[src/rtl/trap_pkg.sv]
package trap_pkg;
    localparam logic [1:0] PRIV_U = 2'd0;
    localparam logic [1:0] PRIV_S = 2'd1;
    localparam logic [1:0] PRIV_M = 2'd3;

    localparam int unsigned BRK_IDX = 3;
    localparam logic [2:0]  DBG_CAUSE_BRK = 3'd1;

    localparam logic [2:0] SEL_MTVEC  = 3'd0;
    localparam logic [2:0] SEL_STVEC  = 3'd1;
    localparam logic [2:0] SEL_EDELEG = 3'd2;
    localparam logic [2:0] SEL_IDELEG = 3'd3;
    localparam logic [2:0] SEL_STATUS = 3'd4;
    localparam logic [2:0] SEL_PRIV   = 3'd5;
    localparam logic [2:0] SEL_DBGEN  = 3'd6;

    typedef enum logic [1:0] {
        RT_DBG_HOLD,
        RT_DBG_ENTER,
        RT_SUP,
        RT_MACH
    } route_e;
endpackage

[src/rtl/trap_route.sv]
module trap_route
    import trap_pkg::*;
#(
    parameter int XLEN = 32
) (
    input  logic [XLEN-1:0] cause,
    input  logic [1:0]      priv,
    input  logic            in_debug,
    input  logic [2:0]      brk_en,
    input  logic [XLEN-1:0] edeleg,
    input  logic [XLEN-1:0] ideleg,
    output route_e          route,
    output logic            is_irq,
    output logic            is_brk
);
    localparam int IW = $clog2(XLEN);

    logic [XLEN-2:0] idx;
    logic            in_range;
    logic [XLEN-1:0] mask;
    logic            low_priv;
    logic            brk_allowed;
    logic            delegate;

    always_comb begin
        is_irq   = cause[XLEN-1];
        idx      = cause[XLEN-2:0];
        is_brk   = !is_irq && (idx == (XLEN-1)'(BRK_IDX));
        in_range = idx < (XLEN-1)'(XLEN);
        mask     = is_irq ? ideleg : edeleg;
        low_priv = (priv == PRIV_U) || (priv == PRIV_S);
        delegate = low_priv && in_range && mask[idx[IW-1:0]];
        case (priv)
            PRIV_M:  brk_allowed = brk_en[0];
            PRIV_S:  brk_allowed = brk_en[1];
            PRIV_U:  brk_allowed = brk_en[2];
            default: brk_allowed = 1'b0;
        endcase
        if (in_debug)
            route = RT_DBG_HOLD;
        else if (is_brk && brk_allowed)
            route = RT_DBG_ENTER;
        else if (delegate)
            route = RT_SUP;
        else
            route = RT_MACH;
    end
endmodule

[src/rtl/trap_target.sv]
module trap_target
    import trap_pkg::*;
#(
    parameter int              XLEN      = 32,
    parameter logic [XLEN-1:0] DBG_ENTRY = 'h800,
    parameter logic [XLEN-1:0] DBG_TVEC  = 'h808
) (
    input  route_e          route,
    input  logic            is_irq,
    input  logic            is_brk,
    input  logic [XLEN-1:0] cause,
    input  logic [XLEN-1:0] mtvec,
    input  logic [XLEN-1:0] stvec,
    output logic [XLEN-1:0] target
);
    logic [XLEN-1:0] base;
    logic [XLEN-1:0] offset;

    always_comb begin
        base   = {mtvec[XLEN-1:1], 1'b0};
        offset = (mtvec[0] && is_irq) ? {cause[XLEN-3:0], 2'b00} : '0;
        case (route)
            RT_DBG_HOLD:  target = is_brk ? DBG_ENTRY : DBG_TVEC;
            RT_DBG_ENTER: target = DBG_ENTRY;
            RT_SUP:       target = stvec;
            default:      target = base + offset;
        endcase
    end
endmodule

[src/rtl/trap_entry_ctrl.sv]
module trap_entry_ctrl
    import trap_pkg::*;
#(
    parameter int              XLEN      = 32,
    parameter logic [XLEN-1:0] DBG_ENTRY = 'h800,
    parameter logic [XLEN-1:0] DBG_TVEC  = 'h808
) (
    input  logic            clk,
    input  logic            rst_n,
    input  logic            trap_valid,
    input  logic [XLEN-1:0] trap_cause,
    input  logic [XLEN-1:0] trap_epc,
    input  logic [XLEN-1:0] trap_tval,
    input  logic            cfg_we,
    input  logic [2:0]      cfg_sel,
    input  logic [XLEN-1:0] cfg_wdata,
    input  logic            resv_set,
    output logic            redirect_valid,
    output logic [XLEN-1:0] redirect_pc,
    output logic [1:0]      cur_priv,
    output logic [7:0]      status,
    output logic [XLEN-1:0] m_epc,
    output logic [XLEN-1:0] m_cause,
    output logic [XLEN-1:0] m_tval,
    output logic [XLEN-1:0] s_epc,
    output logic [XLEN-1:0] s_cause,
    output logic [XLEN-1:0] s_tval,
    output logic [XLEN-1:0] d_pc,
    output logic            dbg_active,
    output logic [2:0]      dbg_cause,
    output logic [1:0]      dbg_prev_priv,
    output logic [2:0]      dbg_en,
    output logic            resv_valid
);
    typedef struct packed {
        logic [1:0]      priv;
        logic            sie;
        logic            mie;
        logic            spie;
        logic            mpie;
        logic            spp;
        logic [1:0]      mpp;
        logic [XLEN-1:0] mtvec;
        logic [XLEN-1:0] stvec;
        logic [XLEN-1:0] edeleg;
        logic [XLEN-1:0] ideleg;
        logic [XLEN-1:0] mepc;
        logic [XLEN-1:0] mcause;
        logic [XLEN-1:0] mtval;
        logic [XLEN-1:0] sepc;
        logic [XLEN-1:0] scause;
        logic [XLEN-1:0] stval;
        logic [XLEN-1:0] dpc;
        logic            dbg;
        logic [2:0]      dcause;
        logic [1:0]      dprv;
        logic [2:0]      brk_en;
        logic            resv;
        logic            rvld;
        logic [XLEN-1:0] rpc;
    } state_t;

    state_t st_d, st_q;

    route_e          route;
    logic            is_irq;
    logic            is_brk;
    logic [XLEN-1:0] tgt_pc;

    trap_route #(.XLEN(XLEN)) u_route (
        .cause    (trap_cause),
        .priv     (st_q.priv),
        .in_debug (st_q.dbg),
        .brk_en   (st_q.brk_en),
        .edeleg   (st_q.edeleg),
        .ideleg   (st_q.ideleg),
        .route    (route),
        .is_irq   (is_irq),
        .is_brk   (is_brk)
    );

    trap_target #(.XLEN(XLEN), .DBG_ENTRY(DBG_ENTRY), .DBG_TVEC(DBG_TVEC)) u_target (
        .route  (route),
        .is_irq (is_irq),
        .is_brk (is_brk),
        .cause  (trap_cause),
        .mtvec  (st_q.mtvec),
        .stvec  (st_q.stvec),
        .target (tgt_pc)
    );

    always_comb begin
        st_d      = st_q;
        st_d.rvld = 1'b0;
        if (trap_valid) begin
            st_d.rvld = 1'b1;
            st_d.rpc  = tgt_pc;
            case (route)
                RT_DBG_HOLD: ;
                RT_DBG_ENTER: begin
                    st_d.dbg    = 1'b1;
                    st_d.dcause = DBG_CAUSE_BRK;
                    st_d.dprv   = st_q.priv;
                    st_d.dpc    = trap_epc;
                    st_d.priv   = PRIV_M;
                end
                RT_SUP: begin
                    st_d.scause = trap_cause;
                    st_d.sepc   = trap_epc;
                    st_d.stval  = trap_tval;
                    st_d.spie   = st_q.sie;
                    st_d.spp    = st_q.priv[0];
                    st_d.sie    = 1'b0;
                    st_d.priv   = PRIV_S;
                    st_d.resv   = 1'b0;
                end
                default: begin
                    st_d.mcause = trap_cause;
                    st_d.mepc   = trap_epc;
                    st_d.mtval  = trap_tval;
                    st_d.mpie   = st_q.mie;
                    st_d.mpp    = st_q.priv;
                    st_d.mie    = 1'b0;
                    st_d.priv   = PRIV_M;
                    st_d.resv   = 1'b0;
                end
            endcase
        end else begin
            if (resv_set)
                st_d.resv = 1'b1;
            if (cfg_we) begin
                case (cfg_sel)
                    SEL_MTVEC:  st_d.mtvec  = cfg_wdata & ~(XLEN'(2));
                    SEL_STVEC:  st_d.stvec  = cfg_wdata & ~(XLEN'(3));
                    SEL_EDELEG: st_d.edeleg = cfg_wdata;
                    SEL_IDELEG: st_d.ideleg = cfg_wdata;
                    SEL_STATUS: begin
                        st_d.sie  = cfg_wdata[0];
                        st_d.mie  = cfg_wdata[1];
                        st_d.spie = cfg_wdata[2];
                        st_d.mpie = cfg_wdata[3];
                        st_d.spp  = cfg_wdata[4];
                        st_d.mpp  = cfg_wdata[6:5];
                    end
                    SEL_PRIV: begin
                        if (cfg_wdata[1:0] != 2'd2)
                            st_d.priv = cfg_wdata[1:0];
                    end
                    SEL_DBGEN:  st_d.brk_en = cfg_wdata[2:0];
                    default: ;
                endcase
            end
        end
    end

    always_ff @(posedge clk) begin
        if (!rst_n) begin
            st_q      <= '0;
            st_q.priv <= PRIV_M;
        end else begin
            st_q <= st_d;
        end
    end

    assign redirect_valid = st_q.rvld;
    assign redirect_pc    = st_q.rpc;
    assign cur_priv       = st_q.priv;
    assign status         = {1'b0, st_q.mpp, st_q.spp, st_q.mpie, st_q.spie, st_q.mie, st_q.sie};
    assign m_epc          = st_q.mepc;
    assign m_cause        = st_q.mcause;
    assign m_tval         = st_q.mtval;
    assign s_epc          = st_q.sepc;
    assign s_cause        = st_q.scause;
    assign s_tval         = st_q.stval;
    assign d_pc           = st_q.dpc;
    assign dbg_active     = st_q.dbg;
    assign dbg_cause      = st_q.dcause;
    assign dbg_prev_priv  = st_q.dprv;
    assign dbg_en         = st_q.brk_en;
    assign resv_valid     = st_q.resv;

    p_redirect_pulse_r9: assert property (@(posedge clk) disable iff (!rst_n)
        trap_valid |=> redirect_valid);

    p_debug_hold_r1: assert property (@(posedge clk) disable iff (!rst_n)
        (trap_valid && dbg_active) |=> ($stable(cur_priv) && $stable(m_epc)
                                        && $stable(s_epc) && $stable(resv_valid)));

    p_enable_clear_r5: assert property (@(posedge clk) disable iff (!rst_n)
        (trap_valid && !dbg_active) |=> (dbg_active || (cur_priv == PRIV_M && !status[1])
                                         || (cur_priv == PRIV_S && !status[0])));

    p_no_deleg_from_m_r3: assert property (@(posedge clk) disable iff (!rst_n)
        (trap_valid && cur_priv == PRIV_M) |=> (cur_priv == PRIV_M));

    p_resv_clear_r7: assert property (@(posedge clk) disable iff (!rst_n)
        (trap_valid && !dbg_active) |=> (!resv_valid || dbg_active));
endmodule

[config.mk]
export PLATFORM = sky130hd
export DESIGN_NAME = trap_entry_ctrl
export DESIGN_NICKNAME = d
export VERILOG_FILES = /design/src/rtl/trap_pkg.sv /design/src/rtl/trap_route.sv /design/src/rtl/trap_target.sv /design/src/rtl/trap_entry_ctrl.sv
export SDC_FILE = /design/constraint.sdc
export NUM_CORES = 1
export LEC_CHECK = 0
export BUFFER_PORTS_ARGS = -buffer_cell sky130_fd_sc_hd__buf_2
export CAP_MARGIN = 20
export CORE_ASPECT_RATIO = 2
export CORE_MARGIN = 2
export CORE_UTILIZATION = 50
export CTS_CLUSTER_DIAMETER = 40
export DETAILED_ROUTE_END_ITERATION = 8
export HOLD_SLACK_MARGIN = 0.06
export PLACE_DENSITY = 0.81
export SYNTH_ARGS = -nofsm -noshare
export SYNTH_HDL_FRONTEND = slang
export SYNTH_SLANG_ARGS = --single-unit
[constraint.sdc]
create_clock -name clk -period 4.2 [get_ports clk]
set_input_delay 0.21 -clock clk [delete_from_list [all_inputs] [get_ports clk]]
set_output_delay 0.21 -clock clk [all_outputs]
set_load 0.03 [all_outputs]
# Yosys cells after proc, flatten, opt, wreduce, memory -nomap -nowiden
# Index checks and enable logic that the tools add are counted.
[word_totals]
regBits = 398
latchBits = 0
ram_bits = 0
romBits = 0
in_bits = 136
out_inout_bits = 277
word_cells = 104
n_memories = 0
[classes]
n_addsub = 1
n_mul = 0
div_mod_pow = 0
n_lt_le_gt_ge = 2
n_eq_ne = 16
shifts = 0
muxes = 30
bitwise_logic = 2
reduce_logical = 29
[ops]
columns = ["op", "count"]
rows = [
  ["32-bit two-way mux", 6],
  ["137-bit two-way mux", 1],
  ["32-bit case mux with 3 select lines", 1],
  ["33-bit two-way mux", 1],
  ["32-bit adder", 1],
  ["31-bit by 2-bit == test with 1-bit output (second input constant)", 1],
  ["31-bit by 6-bit < comparator with 1-bit output (second input constant)", 1],
  ["3-bit AND reduction", 7],
  ["1-bit two-way mux", 10],
  ["2-bit two-way mux", 5],
  ["2-bit nonzero test", 5],
  ["3-bit == test (second input constant)", 3],
  ["9-bit two-way mux", 1],
  ["2-bit inequality test (second input constant)", 4],
  ["2-bit AND reduction", 4],
  ["7-bit two-way mux", 1],
  ["3-bit by 2-bit == test with 1-bit output (second input constant)", 2],
  ["5-bit by 6-bit < comparator with 1-bit output (second input constant)", 1],
  ["1-bit binary-select mux with 5-bit select", 1],
  ["1-bit logical AND", 5],
  ["2-bit by 1-bit == test with 1-bit output (second input constant)", 2],
  ["2-bit == test (second input constant)", 2],
  ["2-bit zero test", 2],
  ["4-bit two-way mux", 1],
  ["11 further kinds", 12],
]

# Longest topological paths before layout
[depth]
ltp_word = 11
depth_mapped = 15
ltp_nobuf = 11

# By module
# A second synthesis with hierarchy kept.
[hier_totals]
hier_cells = 2420
hier_area_um2 = 19302.3
[modules_own_cells]
columns = ["mod", "n_inst", "cells_each", "area_each_um2"]
rows = [
  ["trap_entry_ctrl", 1, 2019, 16331.9],
  ["trap_target", 1, 339, 2297.2],
  ["trap_route", 1, 62, 673.1],
]

# Worst setup path before layout
# OpenSTA, ideal clock, no wires.
[synth_path]
kind = "input to register"
start = "input trap_cause[31]"
end = "register st_q, in the netlist redirect_pc[30]"
setup_ns = 0.132
arrival_ns = 3.118
setup_slack_ns = 0.950
path_stages = 15
path_cell_list = "buf_2 -> buf_4 -> buf_2 -> clkbuf_1 -> and3_1 -> ha_1 -> fa_1 -> a211oi_1 -> o21ai_0 -> a21oi_1 -> o21ai_0 -> and4_1 -> or4_1 -> nand3_1 -> a21oi_1"
[synth_via]
elab_chain_cells = 9
word_cells_on_any_way = 17
[synth_rtl]
columns = ["element", "line", "source"]
rows = [
  ["start, declared", "trap_entry_ctrl.sv:11", "input logic [XLEN-1:0] trap_cause,"],
  ["32-bit two-way mux", "trap_route.sv:30", "mask = is_irq ? ideleg : edeleg;"],
  ["1-bit binary-select mux with 5-bit select", "trap_route.sv:32", "delegate = low_priv && in_range && mask[idx[IW-1:0]];"],
  ["1-bit two-way mux (not written as such)", "trap_route.sv:32", ""],
  ["1-bit logical AND", "trap_route.sv:32", ""],
  ["1-bit two-way mux", "trap_route.sv:43", "else if (delegate)"],
  ["2-bit two-way mux", "trap_route.sv:41", "else if (is_brk && brk_allowed)"],
  ["2-bit two-way mux", "trap_route.sv:39", "if (in_debug)"],
  ["2-bit == test (tied with other cells)", "trap_target.sv:22", "case (route)"],
  ["32-bit case mux with 3 select lines *", "trap_target.sv:22", ""],
  ["end signal, assigned", "trap_entry_ctrl.sv:161", "st_q <= st_d;"],
  ["end, declared", "trap_entry_ctrl.sv:63", "state_t st_d, st_q;"],
]
# Mark *: on every way between the ends. The rest lies on a longest branch, timed or not. The select of a mux whose other input is x is not followed.
# A chain may end at the register's enable or synchronous reset.

# Worst setup path after layout
[layout_path]
start = "register cur_priv[0] (netlist name)"
end = "register st_q, in the netlist s_cause[12]"
[layout_via]
elab_chain_cells = 9
word_cells_on_any_way = 13
[layout_rtl]
columns = ["element", "line", "source"]
rows = [
  ["2-bit by 1-bit == test with 1-bit output or 2-bit zero test (tied branches)", "trap_route.sv:31, trap_route.sv:33", ""],
  ["1-bit logical OR", "trap_route.sv:31", "low_priv = (priv == PRIV_U) || (priv == PRIV_S);"],
  ["1-bit logical AND (2 in a row)", "trap_route.sv:32", ""],
  ["1-bit two-way mux", "trap_route.sv:43", ""],
  ["2-bit two-way mux *", "trap_route.sv:41", ""],
  ["2-bit two-way mux *", "trap_route.sv:39", ""],
  ["2-bit == test *", "trap_entry_ctrl.sv:98", "case (route)"],
  ["2-bit AND reduction (no line) *", "n/a", ""],
]
# Mark *: on every way between the ends. The rest lies on a longest branch, timed or not.

==> metrics.txt <==
synth top area cells=dfxtp_1 44%, nand2_1 15%, buf_4 11%, a21oi_1 9.9%, and3_1 2.3%; Setup Viol. Count Final=0; dpl hpwl=38300 µm; worst path bufs/invs=1; Synth warnings=0; io pins=413; total CTS buffers=37; drt drc=0; initial detailed-routing violation count=1174; H-tree levels=2; die width=139 µm; crit path max fanout=38; Final Max Tran Viols=0; DP Area=0.0184 mm²; Final Critical Period=3.33 ns; commonest cells in the netlist=706 x nand2_1, 396 x dfxtp_1, 357 x a21oi_1; Final Non-Filler Cells=2947; Peak VDD IR=403 µV; vias in the first global route=16300; Longest Clk Path Bufs=3; vias per cell=5.61; clock-pin slew on the worst setup and hold paths=0.07 ns; final WL=56800 µm; placed cell count=2752; leading area contributor after synthesis=dfxtp_1; core footprint=0.0358 mm²; CTS tree=built; WL/cell=19.3 µm; RSZ-0062 raised after global routing=no; Initial Util=0.506; 1st-pass router iterations=5; Synth-to-Final Area Change=15.8%; ratio of cells with drive above 1 in the final layout=0.209; final hold violation count=0; sequential share of the synthesized area=0.437; largest net degree at the start of global routing=168; CP required=4.62 ns; TNS Setup=0 ns; Rel. slew slack=0.500; nets=2635; Hold Path Class=input pin to flop; status=completed; CP delay by family, top=simple AND/OR/NAND/NOR gates; number of synthesized flops with an enable pin=0; Syn Inst Count=2278; Worst Tran Pin Value=0.751 ns; via count=16500; Post-Syn Area=0.0181 mm²; initial antenna violation count=1; critical path type=flop to flop; Detail Route Antenna Nets=0; Tot GR Track Use=0.282; Synth top area share=0.437; power density over the cells=394 mW/mm²; static leakage=0.00919 µW; Tcrit/Tclk final=0.792; slowest CP cell=nand3_4; full die area=0.0379 mm²; Critical Path Source Type=flop; GP Congestion=0.987; Synth cell types=62; root buffer cell=clkbuf_16; Seq cells post-synth=396; clock sinks=396; grt total ovfl=0; hold slack=0.130 ns; CP peak stage delay=0.59 ns; CP Data Arrival Time=3.75 ns; asr flop ratio synth=0; Post-CTS Setup Repair Bufs=0; count leader, synth=nand2_1; Worst-Skew Late Latency=0.55 ns; worst path cell trace=mux2i_1 > o21ai_0 > and4_1 > or2_1 > nor2_1 > nand3_4 > buf_4 > and3_1; IO buf count=407; clock skew=0.0277 ns; design area=0.0210 mm²; max cap viols=0; Row Count=98; first-pass GRT wire length=86000 µm; maximum clock rate=301 MHz; Crit. End Element=flop; mean area per synthesized cell=7.96 µm²; die height=273 µm; ys flop type=dfxtp_1
[registers in the layout, summed over array words and instances, names as in the netlist, 7 cells and up]
register	count
s_tval	32
redirect_pc	30
st_q	125
s_cause	32
m_cause	32
m_tval	32
m_epc	32
status	7
d_pc	32
s_epc	32
[per-layer routing]
layer,vias up,GRT usage,part of all wire
li1,7650,-,-
met1,7730,0.278,0.33
met2,884,0.523,0.51
met3,263,0.0455,0.068
met4,0,0.221,0.087
met5,-,0,0
[power breakdown]
group	total, µW	switching, µW	internal [µW]
sequential	3870	42.3	3830
combinational	730	477	252
clock	3660	1510	2150
[stage by stage]
| stage | power, µW | utilization | worst slack (ns) |
|---|---|---|---|
| 2_1_floorplan | 4390 | - | 0.950 |
| 3_3_place_gp | 4560 | 0.513 | 0.777 |
| 3_5_place_dp | 4570 | 0.513 | 0.820 |
| 4_1_cts | 8290 | 0.586 | 0.929 |
| 5_1_grt | 8480 | 0.586 | 0.568 |
| 6_report | 8260 | 0.586 | 0.874 |
[cells by family after synthesis]
family	Yosys count	share of synthesized area
fa+ha+maj	30	0.0211
flops	396	0.437
compound gates	490	0.150
xor+xnor	24	0.0116
other cells	1	0.000207
simple gates	874	0.200
buf+inv	429	0.151
mux	34	0.0276
[path summary, 6_finish.rpt]
path | from | end | slack [ns] | depth (start not counted)
setup / recovery | cur_priv[0] | s_cause[12] | 0.87 | 8
hold reg to reg | st_q[339] | redirect_pc[8] | 0.44 | 2
hold / removal | trap_cause[2] | m_cause[2] | 0.13 | 3
setup reg to reg | cur_priv[0] | s_cause[12] | 0.87 | 8
[worst reg2reg max path: cells and delay by family (launching register included)]
kind | cells | cell delay [ns]
AO/OA/AOI/OAI | 1 | 0.18
buffers and inverters | 1 | 0.45
flip-flops | 1 | 0.47
multiplexers | 1 | 0.41
AND/OR/NAND/NOR | 5 | 1.70
[cells in the final DEF, fill, tap and decap left out, types with 9 or more instances in the layout]
| cell type | n |
|---|---|
| a22oi_1 | 19 |
| xnor2_1 | 11 |
| and3_1 | 65 |
| xor2_1 | 13 |
| mux2i_1 | 14 |
| o21ai_0 | 31 |
| dfxtp_1 | 396 |
| dlygate4sd3_1 | 128 |
| mux4_2 | 12 |
| ha_1 | 29 |
| and2_1 | 10 |
| buf_2 | 407 |
| a211oi_1 | 9 |
| nor2_1 | 37 |
| clkbuf_16 | 37 |
| a21oi_1 | 357 |
| buf_4 | 19 |
| inv_1 | 14 |
| nand2_1 | 706 |
[what timing repair did]
action                     4_1_cts  5_1_grt
gates resized for setup          0        0
hold endpoints to repair       322        0
setup endpoints to repair        0        0
hold buffers                   128        0
[final cells by class]
type	count	area [µm²]
fillers	2989	14800
flip-flops and latches	396	7930
multi-input cells	1457	7490
repair buffers	561	3600
clock buffers	50	1040
well taps	450	563
clock inverters	16	287
inverters	16	67.6
diodes	1	2.50
No activity file was read; power rests on OpenSTA's default activity.
